[config.mk]
export PLATFORM = sky130hd
export DESIGN_NAME = i2c_mem_port
export DESIGN_NICKNAME = d
export VERILOG_FILES = /design/src/rtl/i2c_mem_pkg.sv /design/src/rtl/i2c_line_sync.sv /design/src/rtl/i2c_ptr.sv /design/src/rtl/i2c_mem_port.sv
export SDC_FILE = /design/constraint.sdc
export NUM_CORES = 1
export LEC_CHECK = 0
export ABC_AREA = 0
export BUFFER_PORTS_ARGS = -buffer_cell sky130_fd_sc_hd__buf_4
export CORE_MARGIN = 4
export CORE_UTILIZATION = 45
export CTS_CLUSTER_DIAMETER = 40
export DETAILED_ROUTE_END_ITERATION = 10
export GPL_TIMING_DRIVEN = 0
export HOLD_SLACK_MARGIN = 0.08
export MAX_ROUTING_LAYER = met4
export PLACE_DENSITY = 0.73
export SYNTH_ARGS = -nofsm -noshare
export SYNTH_HDL_FRONTEND = slang
export SYNTH_SLANG_ARGS = --single-unit
[constraint.sdc]
create_clock -name clk -period 2.3 [get_ports clk]
set_clock_uncertainty 0.05 [all_clocks]
set_input_delay 0.23 -clock clk [delete_from_list [all_inputs] [get_ports clk]]
set_output_delay 0.23 -clock clk [all_outputs]
set_load 0.03 [all_outputs]
[src/rtl/i2c_mem_pkg.sv]
package i2c_mem_pkg;

  typedef enum logic [3:0] {
    ST_IDLE,
    ST_DEV,
    ST_ACK_DEV,
    ST_PH,
    ST_ACK_PH,
    ST_PL,
    ST_ACK_PL,
    ST_WD,
    ST_ACK_WD,
    ST_RFETCH,
    ST_RD,
    ST_RACK
  } bus_st_t;

  // Address byte matches the device when its upper seven bits equal the id.
  function automatic logic addr_hit(input logic [7:0] b, input logic [6:0] id);
    return b[7:1] == id;
  endfunction

  // Receive states shift bits in on rising SCL.
  function automatic logic is_rx(input bus_st_t s);
    return (s == ST_DEV) || (s == ST_PH) || (s == ST_PL) || (s == ST_WD);
  endfunction

  // States in which the slave drives its acknowledge.
  function automatic logic is_slave_ack(input bus_st_t s);
    return (s == ST_ACK_DEV) || (s == ST_ACK_PH) || (s == ST_ACK_PL) || (s == ST_ACK_WD);
  endfunction

endpackage

[src/rtl/i2c_line_sync.sv]
module i2c_line_sync #(
  parameter int STAGES = 2
) (
  input  logic clk,
  input  logic rst_n,
  input  logic scl_in,
  input  logic sda_in,
  output logic scl_s,
  output logic sda_s,
  output logic scl_rise,
  output logic scl_fall,
  output logic start_det,
  output logic stop_det
);
  logic [STAGES-1:0] scl_ff, sda_ff;
  logic scl_q, sda_q;

  always_ff @(posedge clk or negedge rst_n) begin
    if (!rst_n) begin
      scl_ff <= '1;
      sda_ff <= '1;
      scl_q  <= 1'b1;
      sda_q  <= 1'b1;
    end else begin
      scl_ff <= {scl_ff[STAGES-2:0], scl_in};
      sda_ff <= {sda_ff[STAGES-2:0], sda_in};
      scl_q  <= scl_ff[STAGES-1];
      sda_q  <= sda_ff[STAGES-1];
    end
  end

  assign scl_s     = scl_ff[STAGES-1];
  assign sda_s     = sda_ff[STAGES-1];
  assign scl_rise  = scl_s & ~scl_q;
  assign scl_fall  = ~scl_s & scl_q;
  assign start_det = scl_s & scl_q & sda_q & ~sda_s;
  assign stop_det  = scl_s & scl_q & ~sda_q & sda_s;
endmodule

[src/rtl/i2c_ptr.sv]
module i2c_ptr #(
  parameter int AW = 15
) (
  input  logic          clk,
  input  logic          rst_n,
  input  logic          clr,
  input  logic          ld_hi,
  input  logic          ld_lo,
  input  logic          inc,
  input  logic [7:0]    din,
  output logic [AW-1:0] ptr
);
  localparam int HW = AW - 8;

  function automatic logic [AW-1:0] step(input logic [AW-1:0] p);
    return p + {{(AW-1){1'b0}}, 1'b1};
  endfunction

  always_ff @(posedge clk or negedge rst_n) begin
    if (!rst_n)     ptr <= '0;
    else if (clr)   ptr <= '0;
    else if (ld_hi) ptr[AW-1:8] <= din[HW-1:0];
    else if (ld_lo) ptr[7:0] <= din;
    else if (inc)   ptr <= step(ptr);
  end

  generate
    if (HW < 8) begin : g_drop
      logic unused_hi_bits;
      assign unused_hi_bits = ^din[7:HW];
    end
  endgenerate
endmodule

[src/rtl/i2c_mem_port.sv]
module i2c_mem_port
  import i2c_mem_pkg::*;
#(
  parameter int         AW          = 15,
  parameter logic [6:0] DEV_ID      = 7'h68,
  parameter int         SYNC_STAGES = 2
) (
  input  logic          clk,
  input  logic          rst_n,
  input  logic          pwr_fail,
  input  logic          scl_in,
  input  logic          sda_in,
  output logic          sda_oe,
  output logic [AW-1:0] mem_addr,
  output logic          mem_we,
  output logic [7:0]    mem_wdata,
  output logic          mem_re,
  input  logic [7:0]    mem_rdata
);
  logic scl_s, sda_s, raw_rise, raw_fall, raw_start, raw_stop;

  i2c_line_sync #(.STAGES(SYNC_STAGES)) u_sync (
    .clk(clk), .rst_n(rst_n), .scl_in(scl_in), .sda_in(sda_in),
    .scl_s(scl_s), .sda_s(sda_s), .scl_rise(raw_rise), .scl_fall(raw_fall),
    .start_det(raw_start), .stop_det(raw_stop)
  );

  // Bus events, all silenced while power is failing.
  logic ev_rise, ev_fall, ev_start, ev_stop;
  assign ev_rise  = raw_rise  & ~pwr_fail;
  assign ev_fall  = raw_fall  & ~pwr_fail;
  assign ev_start = raw_start & ~pwr_fail;
  assign ev_stop  = raw_stop  & ~pwr_fail;

  bus_st_t    st;
  logic [3:0] cnt;
  logic [7:0] sh;
  logic       m_ack;

  logic byte_done, ack_done, wr_strobe, rd_strobe;
  logic ptr_inc, ld_hi, ld_lo, ptr_load, drive;

  assign byte_done = is_rx(st) && ev_fall && (cnt == 4'd8);
  assign ack_done  = ev_fall && (cnt == 4'd1) && (is_slave_ack(st) || st == ST_RACK);
  assign wr_strobe = (st == ST_WD) && byte_done;
  assign rd_strobe = ack_done && ((st == ST_ACK_DEV && sh[0]) || (st == ST_RACK && m_ack));
  assign ptr_inc   = ((st == ST_ACK_WD) && ack_done) ||
                     ((st == ST_RACK) && ev_rise && !sda_s);
  assign ld_hi     = (st == ST_PH) && byte_done;
  assign ld_lo     = (st == ST_PL) && byte_done;
  assign ptr_load  = ld_hi | ld_lo;
  assign drive     = is_slave_ack(st) || (st == ST_RD && !sh[7]);

  i2c_ptr #(.AW(AW)) u_ptr (
    .clk(clk), .rst_n(rst_n), .clr(pwr_fail), .ld_hi(ld_hi), .ld_lo(ld_lo),
    .inc(ptr_inc), .din(sh), .ptr(mem_addr)
  );

  always_ff @(posedge clk or negedge rst_n) begin
    if (!rst_n) begin
      st    <= ST_IDLE;
      cnt   <= '0;
      sh    <= '0;
      m_ack <= 1'b0;
    end else if (pwr_fail) begin
      st  <= ST_IDLE;
      cnt <= '0;
    end else if (ev_start) begin
      st  <= ST_DEV;
      cnt <= '0;
    end else if (ev_stop) begin
      st  <= ST_IDLE;
      cnt <= '0;
    end else begin
      case (st)
        ST_DEV, ST_PH, ST_PL, ST_WD: begin
          if (ev_rise) begin
            sh  <= {sh[6:0], sda_s};
            cnt <= cnt + 4'd1;
          end
          if (byte_done) begin
            cnt <= '0;
            case (st)
              ST_DEV:  st <= addr_hit(sh, DEV_ID) ? ST_ACK_DEV : ST_IDLE;
              ST_PH:   st <= ST_ACK_PH;
              ST_PL:   st <= ST_ACK_PL;
              default: st <= ST_ACK_WD;
            endcase
          end
        end
        ST_ACK_DEV, ST_ACK_PH, ST_ACK_PL, ST_ACK_WD: begin
          if (ev_rise) cnt <= 4'd1;
          if (ack_done) begin
            cnt <= '0;
            case (st)
              ST_ACK_DEV: st <= sh[0] ? ST_RFETCH : ST_PH;
              ST_ACK_PH:  st <= ST_PL;
              default:    st <= ST_WD;
            endcase
          end
        end
        ST_RFETCH: begin
          sh  <= mem_rdata;
          cnt <= '0;
          st  <= ST_RD;
        end
        ST_RD: begin
          if (ev_fall) begin
            sh  <= {sh[6:0], 1'b1};
            cnt <= cnt + 4'd1;
            if (cnt == 4'd7) begin
              cnt <= '0;
              st  <= ST_RACK;
            end
          end
        end
        ST_RACK: begin
          if (ev_rise) begin
            m_ack <= !sda_s;
            cnt   <= 4'd1;
          end
          if (ack_done) begin
            cnt <= '0;
            st  <= m_ack ? ST_RFETCH : ST_IDLE;
          end
        end
        default: st <= ST_IDLE;
      endcase
    end
  end

  assign sda_oe    = drive & ~pwr_fail;
  assign mem_we    = wr_strobe;
  assign mem_wdata = sh;
  assign mem_re    = rd_strobe;
endmodule

== After elaboration in Yosys (flattened, before gate mapping) ==
Index checks and enable logic that the tools add are counted.

* Logic and storage cells: 129
* Bits in writable memories: 0
* Input bits: 13
* Bits in read-only memories: 0
* Bits in registers: 38
* Bits in latches: 0
* Memories kept: 0
* Output and inout port bits: 26

* Reductions and logical operators: 39
* Shift operators: 0
* Bitwise gates (word level): 19
* Add/subtract/negate cells: 2
* Equal/unequal tests: 26
* $mul: 0
* Magnitude comparators: 0
* Mux-type cells: 33
* Divide/modulo/power cells: 0

{| class="wikitable"
|+ Operator list
! cell !! count
|-
| 4-bit 2-to-1 mux || 19
|-
| 8-bit 2-to-1 mux || 4
|-
| 15-bit 2-to-1 mux || 2
|-
| 8-bit one-hot mux with 3 select lines || 1
|-
| 4-bit by 3-bit equality test with 1-bit output, second input constant || 5
|-
| 4-bit equality test, second input constant || 5
|-
| 5-bit != test, second input constant || 4
|-
| 4-bit one-hot mux with 5 select lines || 1
|-
| 4-bit one-hot mux with 4 select lines || 1
|-
| 15-bit by 1-bit adder with 15-bit output, second input constant || 1
|-
| 1-bit logical AND || 14
|-
| 7-bit 2-to-1 mux || 2
|-
| 1-bit AND || 12
|-
| 4-bit one-hot mux with 3 select lines || 1
|-
| 1-bit logical OR || 10
|-
| 5-bit AND reduction || 2
|-
| 3-bit nonzero test || 3
|-
| 4-bit by 1-bit equality test with 1-bit output, second input constant || 2
|-
| 4-bit by 2-bit equality test with 1-bit output, second input constant || 2
|-
| 4-bit one-hot mux with 2 select lines || 1
|-
| 4-bit OR reduction || 2
|-
| 7-bit equality test, second input constant || 1
|-
| 1-bit inverter || 7
|-
| 7-bit nonzero test || 1
|-
| 12 further kinds || 16
|}

== Depth between registers and ports, before layout ==
* Depth in word-level cells: 12
* Depth in mapped cells: 9
* Depth with buffers taken out: 8

== By module ==
From an unflattened synthesis, not the netlist that was laid out.

* Cells, all modules: 300
* Area total of the unflattened synthesis: 2631.3 um^2

{| class="wikitable"
|+ Modules (own cells, without submodules)
! module !! area each (um^2) !! cells an instance !! instances !! sequential area each (um^2)
|-
| i2c_mem_port || 1415.1 || 171 || 1 || 425.4
|-
| i2c_ptr || 1026.0 || 119 || 1 || 375.4
|-
| i2c_line_sync || 190.2 || 10 || 1 || 157.7
|}

== Worst setup path before layout ==
No wires, ideal clock.

* Path type: flip-flop to output port
* From: register st[2]
* To: output sda_oe
* Buffers on the path: 2
* Path slack: -0.470 ns
* Required time: 2.020 ns
* Cell stages (with the launch flop): 6
* Data arrival time: 2.490 ns
* Path through: dfrtp_1 clkbuf_1 clkbuf_1 a21oi_1 nor2_1 a2111oi_0

* Cells in the longest elaborated chain, start to end: 6
* Elaborated cells on any way between the ends: 11
* Those cells by class: eq/ne (5); bitwise (1); reduce/logical (5)

{| class="wikitable"
|+ Ends and longest elaborated chain
! element !! RTL line !! RTL
|-
| start: declaration || i2c_mem_port.sv:35 || <nowiki>bus_st_t st;</nowiki>
|-
| start signal: assignment || i2c_mem_port.sv:84 || <nowiki>ST_DEV: st <= addr_hit(sh, DEV_ID) ? ST_ACK_DEV : ST_IDLE;</nowiki>
|-
| start signal: assignment || i2c_mem_port.sv:96 || <nowiki>ST_ACK_DEV: st <= sh[0] ? ST_RFETCH : ST_PH;</nowiki>
|-
| start signal: assignment || i2c_mem_port.sv:124 || <nowiki>st <= m_ack ? ST_RFETCH : ST_IDLE;</nowiki>
|-
| 4-bit by 2-bit equality test with 1-bit output / 4-bit by 3-bit equality test with 1-bit output (equally long branches) || i2c_mem_pkg.sv:30 || <nowiki>return (s == ST_ACK_DEV) || (s == ST_ACK_PH) || (s == ST_ACK_PL) || (s == ST_ACK_WD);</nowiki>
|-
| 1-bit logical OR (3 in series) || i2c_mem_pkg.sv:30 ||
|-
| 1-bit logical OR * || i2c_mem_port.sv:52 || <nowiki>assign drive = is_slave_ack(st) || (st == ST_RD && !sh[7]);</nowiki>
|-
| 1-bit AND * || i2c_mem_port.sv:132 || <nowiki>assign sda_oe = drive & ~pwr_fail;</nowiki>
|-
| end: declaration || i2c_mem_port.sv:13 || <nowiki>output logic sda_oe,</nowiki>
|}

Mark *: on every way between the ends. The rest lies on a longest branch, timed or not.

== Final worst setup path ==
* From: register u_sync.scl_ff[1]
* To: register u_ptr.ptr[6]

* Cells in the longest elaborated chain, start to end: 9
* Elaborated cells on any way between the ends: 21
* Those cells by class: eq/ne (1); mux (3); bitwise (5); reduce/logical (12)

{| class="wikitable"
|+ Ends and longest elaborated chain
! element !! RTL line !! RTL
|-
| start: declaration || i2c_line_sync.sv:15 || <nowiki>logic [STAGES-1:0] scl_ff, sda_ff;</nowiki>
|-
| start signal: assignment || i2c_line_sync.sv:25 || <nowiki>scl_ff <= {scl_ff[STAGES-2:0], scl_in};</nowiki>
|-
| 1-bit inverter || i2c_line_sync.sv:35 || <nowiki>assign scl_fall = ~scl_s & scl_q;</nowiki>
|-
| 1-bit AND || i2c_line_sync.sv:35 ||
|-
| 1-bit AND || i2c_mem_port.sv:31 || <nowiki>assign ev_fall = raw_fall & ~pwr_fail;</nowiki>
|-
| 1-bit logical AND, on equally long branches (2 in series) || i2c_mem_port.sv:43, i2c_mem_port.sv:44 ||
|-
| 1-bit logical AND, on equally long branches || i2c_mem_port.sv:50, i2c_mem_port.sv:47 ||
|-
| 8-bit 2-to-1 mux / 1-bit logical OR (equally long branches) || i2c_ptr.sv:23, i2c_mem_port.sv:47 ||
|-
| 8-bit 2-to-1 mux / 3-bit nonzero test (equally long branches) || n/a ||
|-
| 15-bit 2-to-1 mux / 2-bit AND reduction (equally long branches) || n/a ||
|-
| end signal: indexed assignment || i2c_ptr.sv:22 || <nowiki>else if (ld_hi) ptr[AW-1:8] <= din[HW-1:0];</nowiki>
|-
| end signal: assignment || i2c_ptr.sv:23 || <nowiki>else if (ld_lo) ptr[7:0] <= din;</nowiki>
|-
| end signal: assignment || i2c_ptr.sv:24 || <nowiki>else if (inc) ptr <= step(ptr);</nowiki>
|-
| end: declaration || i2c_ptr.sv:11 || <nowiki>output logic [AW-1:0] ptr</nowiki>
|}

Several ways; a longest one is shown, not always the timed one. The select of a mux whose other input is x is not followed.
A chain may end at the register's enable or synchronous reset.

==> impl_metrics.toml <==
[floorplan]
core_sq_mm = 0.005140
io_pins = 39
fp.dieW_microns = 81.03
fp.dieH_microns = 81.03
die_area_sq_mm = 0.006565
initial_core_util_pct = 46.69
num_rows = 26

[yosys]
avgSynthCellArea_sq_um = 8.790
synth_top_area_share_pct = 33.37
ys_ff_latch = 38
synth_area_leaders = "dfrtp_1, dfstp_2, nand2_1, mux2i_1, o21ai_0"
synth-async-reset-ratio_pct = 100.0
synth_top_cell_by_area = "dfrtp_1"
synthesis.nets = 290
ys.flop_type = "dfrtp_1"
yosysSeqAreaShare_pct = 39.94
ys_warn_count = 0
synthCells = 273
netlist_area_sq_mm = 0.002400
synth_cell_types = 60
synth_edf_count = 0

[power]
p_int_uw = 1308
p_sw_share_pct = 27.30
p_clk_share_pct = 39.4
leakage_uw = 0.001363
power.density_mw_per_mm2 = 565.9
seq_power_share_pct = 41.9
p_comb_share_pct = 18.7
p_total_uw = 1800
p_sw_uw = 491.4
irDropWorstVdd_mv = 0.3939

[route]
routed_via_density = 5.862
num_vias = 2374
drc = 0
routed_wirelength_microns = 6826
wl_per_cell_microns = 16.85
drtPass1Iterations = 4
ant_nets = 0
drt_iter0_markers = 145

[worst_setup_path]
r2r_start = "u_sync.scl_ff[1]$_DFF_PN1_"
endpoint_kind = "register"
worstPathRequired_ps = 2450
rr_worst_depth = 6
rrSetupSlack_ps = 9
worstSetupPathType = "reg2reg"
start_kind = "register"
cp_max_fo = 5
crit_arrival_ps = 2440
setup.worst_path.start = "u_sync.scl_ff[1]$_DFF_PN1_"
setup.worst_path.end = "u_ptr.ptr[6]$_DFFE_PN0P_"
reg2reg_to = "u_ptr.ptr[6]$_DFFE_PN0P_"

[timing]
final_hold_viol_count = 0
relSlewSlack_pct = 61.39
min_period_ps = 2291
max_freq_ghz = 0.4365
fin_crit_sh_pct = 99.61
worst-slew-pin-transition_ps = 579.1
slew_violations = 0
setup-violations-final = 0
rsz0062_at_grt = "yes"

[finish]
fin_nets = 351
area_growth_pct = 32.53
antenna_cells = 0
fin_util_pct = 61.88
drive_above_1_share_pct = 31.34
fin_area_sq_mm = 0.003181

[clock_tree]
cts_max_level = 2
tritoncts = "yes"
cts_buffers = 5
clkTransAtPathRegs_ps = 80
cts_sinks = 38
insertion_delay_ps = 290
root_buffer = "clkbuf_8"
clk_path_buf_depth = 2

[global_routing]
grt_pass1_wl_microns = 11050
grt_max_degree = 39
grtUsageTotal_pct = 22.32
grt-ovfl-total = 0
grt_pass1_vias = 2262
grt_antenna_before_repair = 0

[placement]
place_hpwl_microns = 4640
place.gp.congestion = 0.9428
placed_cell_area_sq_mm = 0.002773
port-buffer-count = 37

[min_path]
min_from = "mem_rdata[1]"
hold_path_class = "in2reg"

[job]
cap_violations = 0

[run_status]
status = "complete, no violations"
worst min path at each step:
stage | end | slack [ps] | cells past startpoint
floorplan | cnt[0]$_DFFE_PN0P_ | -120 | 0
global placement | m_ack$_DFFE_PN0P_ | 180 | 1
detailed placement | m_ack$_DFFE_PN0P_ | 180 | 1
CTS | mem_wdata[1]$_DFFE_PN0P_ | 170 | 3
global route | mem_wdata[6]$_DFFE_PN0P_ | 210 | 3
finish | mem_wdata[1]$_DFFE_PN0P_ | 170 | 3
cells in the mapped netlist (2+ instances only):
cell type	n
a211oi_1	7
a21oi_1	15
a2bb2oi_1	2
a31o_2	2
a31oi_1	3
and2_1	4
and3_1	4
and4_1	3
buf_1	2
buf_2	3
clkbuf_1	12
dfrtp_1	32
dfstp_2	6
ha_1	4
inv_1	7
mux2i_1	9
nand2_1	27
nand2b_1	4
nand3_1	16
nand4_1	4
nand4b_1	2
nor2_1	24
nor2b_1	6
nor3_1	5
nor4_1	2
nor4b_1	2
o211ai_1	3
o21ai_0	18
o21ai_1	2
o22ai_1	2
or2_2	2
xnor2_1	2
xor2_1	10
cells by family (layout without fill, tap and decap cells):
family | Yosys count | in the layout | share of synthesized area [%]
AO/OA/AOI/OAI | 73 | 73 | 21.01
XOR/XNOR | 12 | 12 | 4.380
adder cells (fa/ha/maj) | 4 | 4 | 2.086
buffers and inverters | 25 | 87 | 4.380
flip-flops | 38 | 38 | 39.94
multiplexers | 9 | 9 | 3.754
AND/OR/NAND/NOR | 112 | 112 | 24.45
registers in the layout, summed over array words and instances, names as in the netlist:
signal and count:
u_sync.sda_ff 2, u_sync.sda_q 1, u_sync.scl_ff 2, u_ptr.ptr 15, u_sync.scl_q 1, cnt 4, st 4, mem_wdata 8
m_ack 1
per-layer routing:
metal,vias to the layer above,track usage [%],part of all wire [%]
li1,1117,-,-
met1,1162,30.03,43
met2,84,34.56,49
met3,11,3.991,6.8
met4,0,6.419,1.4
met5,-,-,0
power groups by stage:
stage	clock, uW	combinational [uW]	sequential (uW)
3_5_place_dp	0	278	764
5_1_grt	740	379	760
4_1_cts	719	305	755
6_report	709	337	754
3_3_place_gp	0	274	764
2_1_floorplan	0	184	761
cell usage in the layout, fill, tap and decap left out, types with 4 or more instances in the layout:
master,n
nor2_1,24
dfrtp_1,32
inv_1,7
mux2i_1,9
nand4_1,4
nor2b_1,6
buf_2,4
o21ai_0,16
clkbuf_2,4
and2_1,4
buf_4,55
a21oi_1,15
nor3_1,5
dfstp_2,6
a211oi_1,6
ha_1,4
clkbuf_8,6
xor2_1,10
nand2_1,26
nand3_1,13
o21ai_1,4
and3_1,4
layout make-up:
type                    instances  area (sq um)
clock buffers                   6         82.58
plain buffers                  14         73.82
inverters                       7         26.28
clock inverters                 2         60.06
well taps                      70         87.58
multi-input cells             210          1449
flip-flops and latches         38         958.4
fillers                       469          1959
repair buffers                 58         442.9
metrics by stage:
stage / setup TNS (ps) / hold WS [ps] / setup slack, ps / instances
4_1_cts: -57.75 / 173.8 / -29.00 / 391
3_3_place_gp: -2956 / 179.9 / -251.2 / 380
6_report: 0 / 173.4 / 8.863 / 405
3_5_place_dp: -3817 / 179.9 / -297.7 / 380
5_1_grt: -706.8 / 210.2 / -65.98 / 405
2_1_floorplan: -98.78 / -115.6 / -98.78 / 273
what timing repair did:
action	CTS	global route
setup endpoints to repair	33	29
hold buffers	3	0
setup buffers	3	15
resized for setup	15	18
pin swaps	2	11
hold endpoints to repair	34	0
critical path, stage by stage, from the launching register on:
cell and delay, ps:
dfstp_2 540, or3b_4 390, or3_4 380, a211oi_4 380, buf_4 180, xnor2_1 60
a211oi_1 210
(Power assumes the default switching activity.)
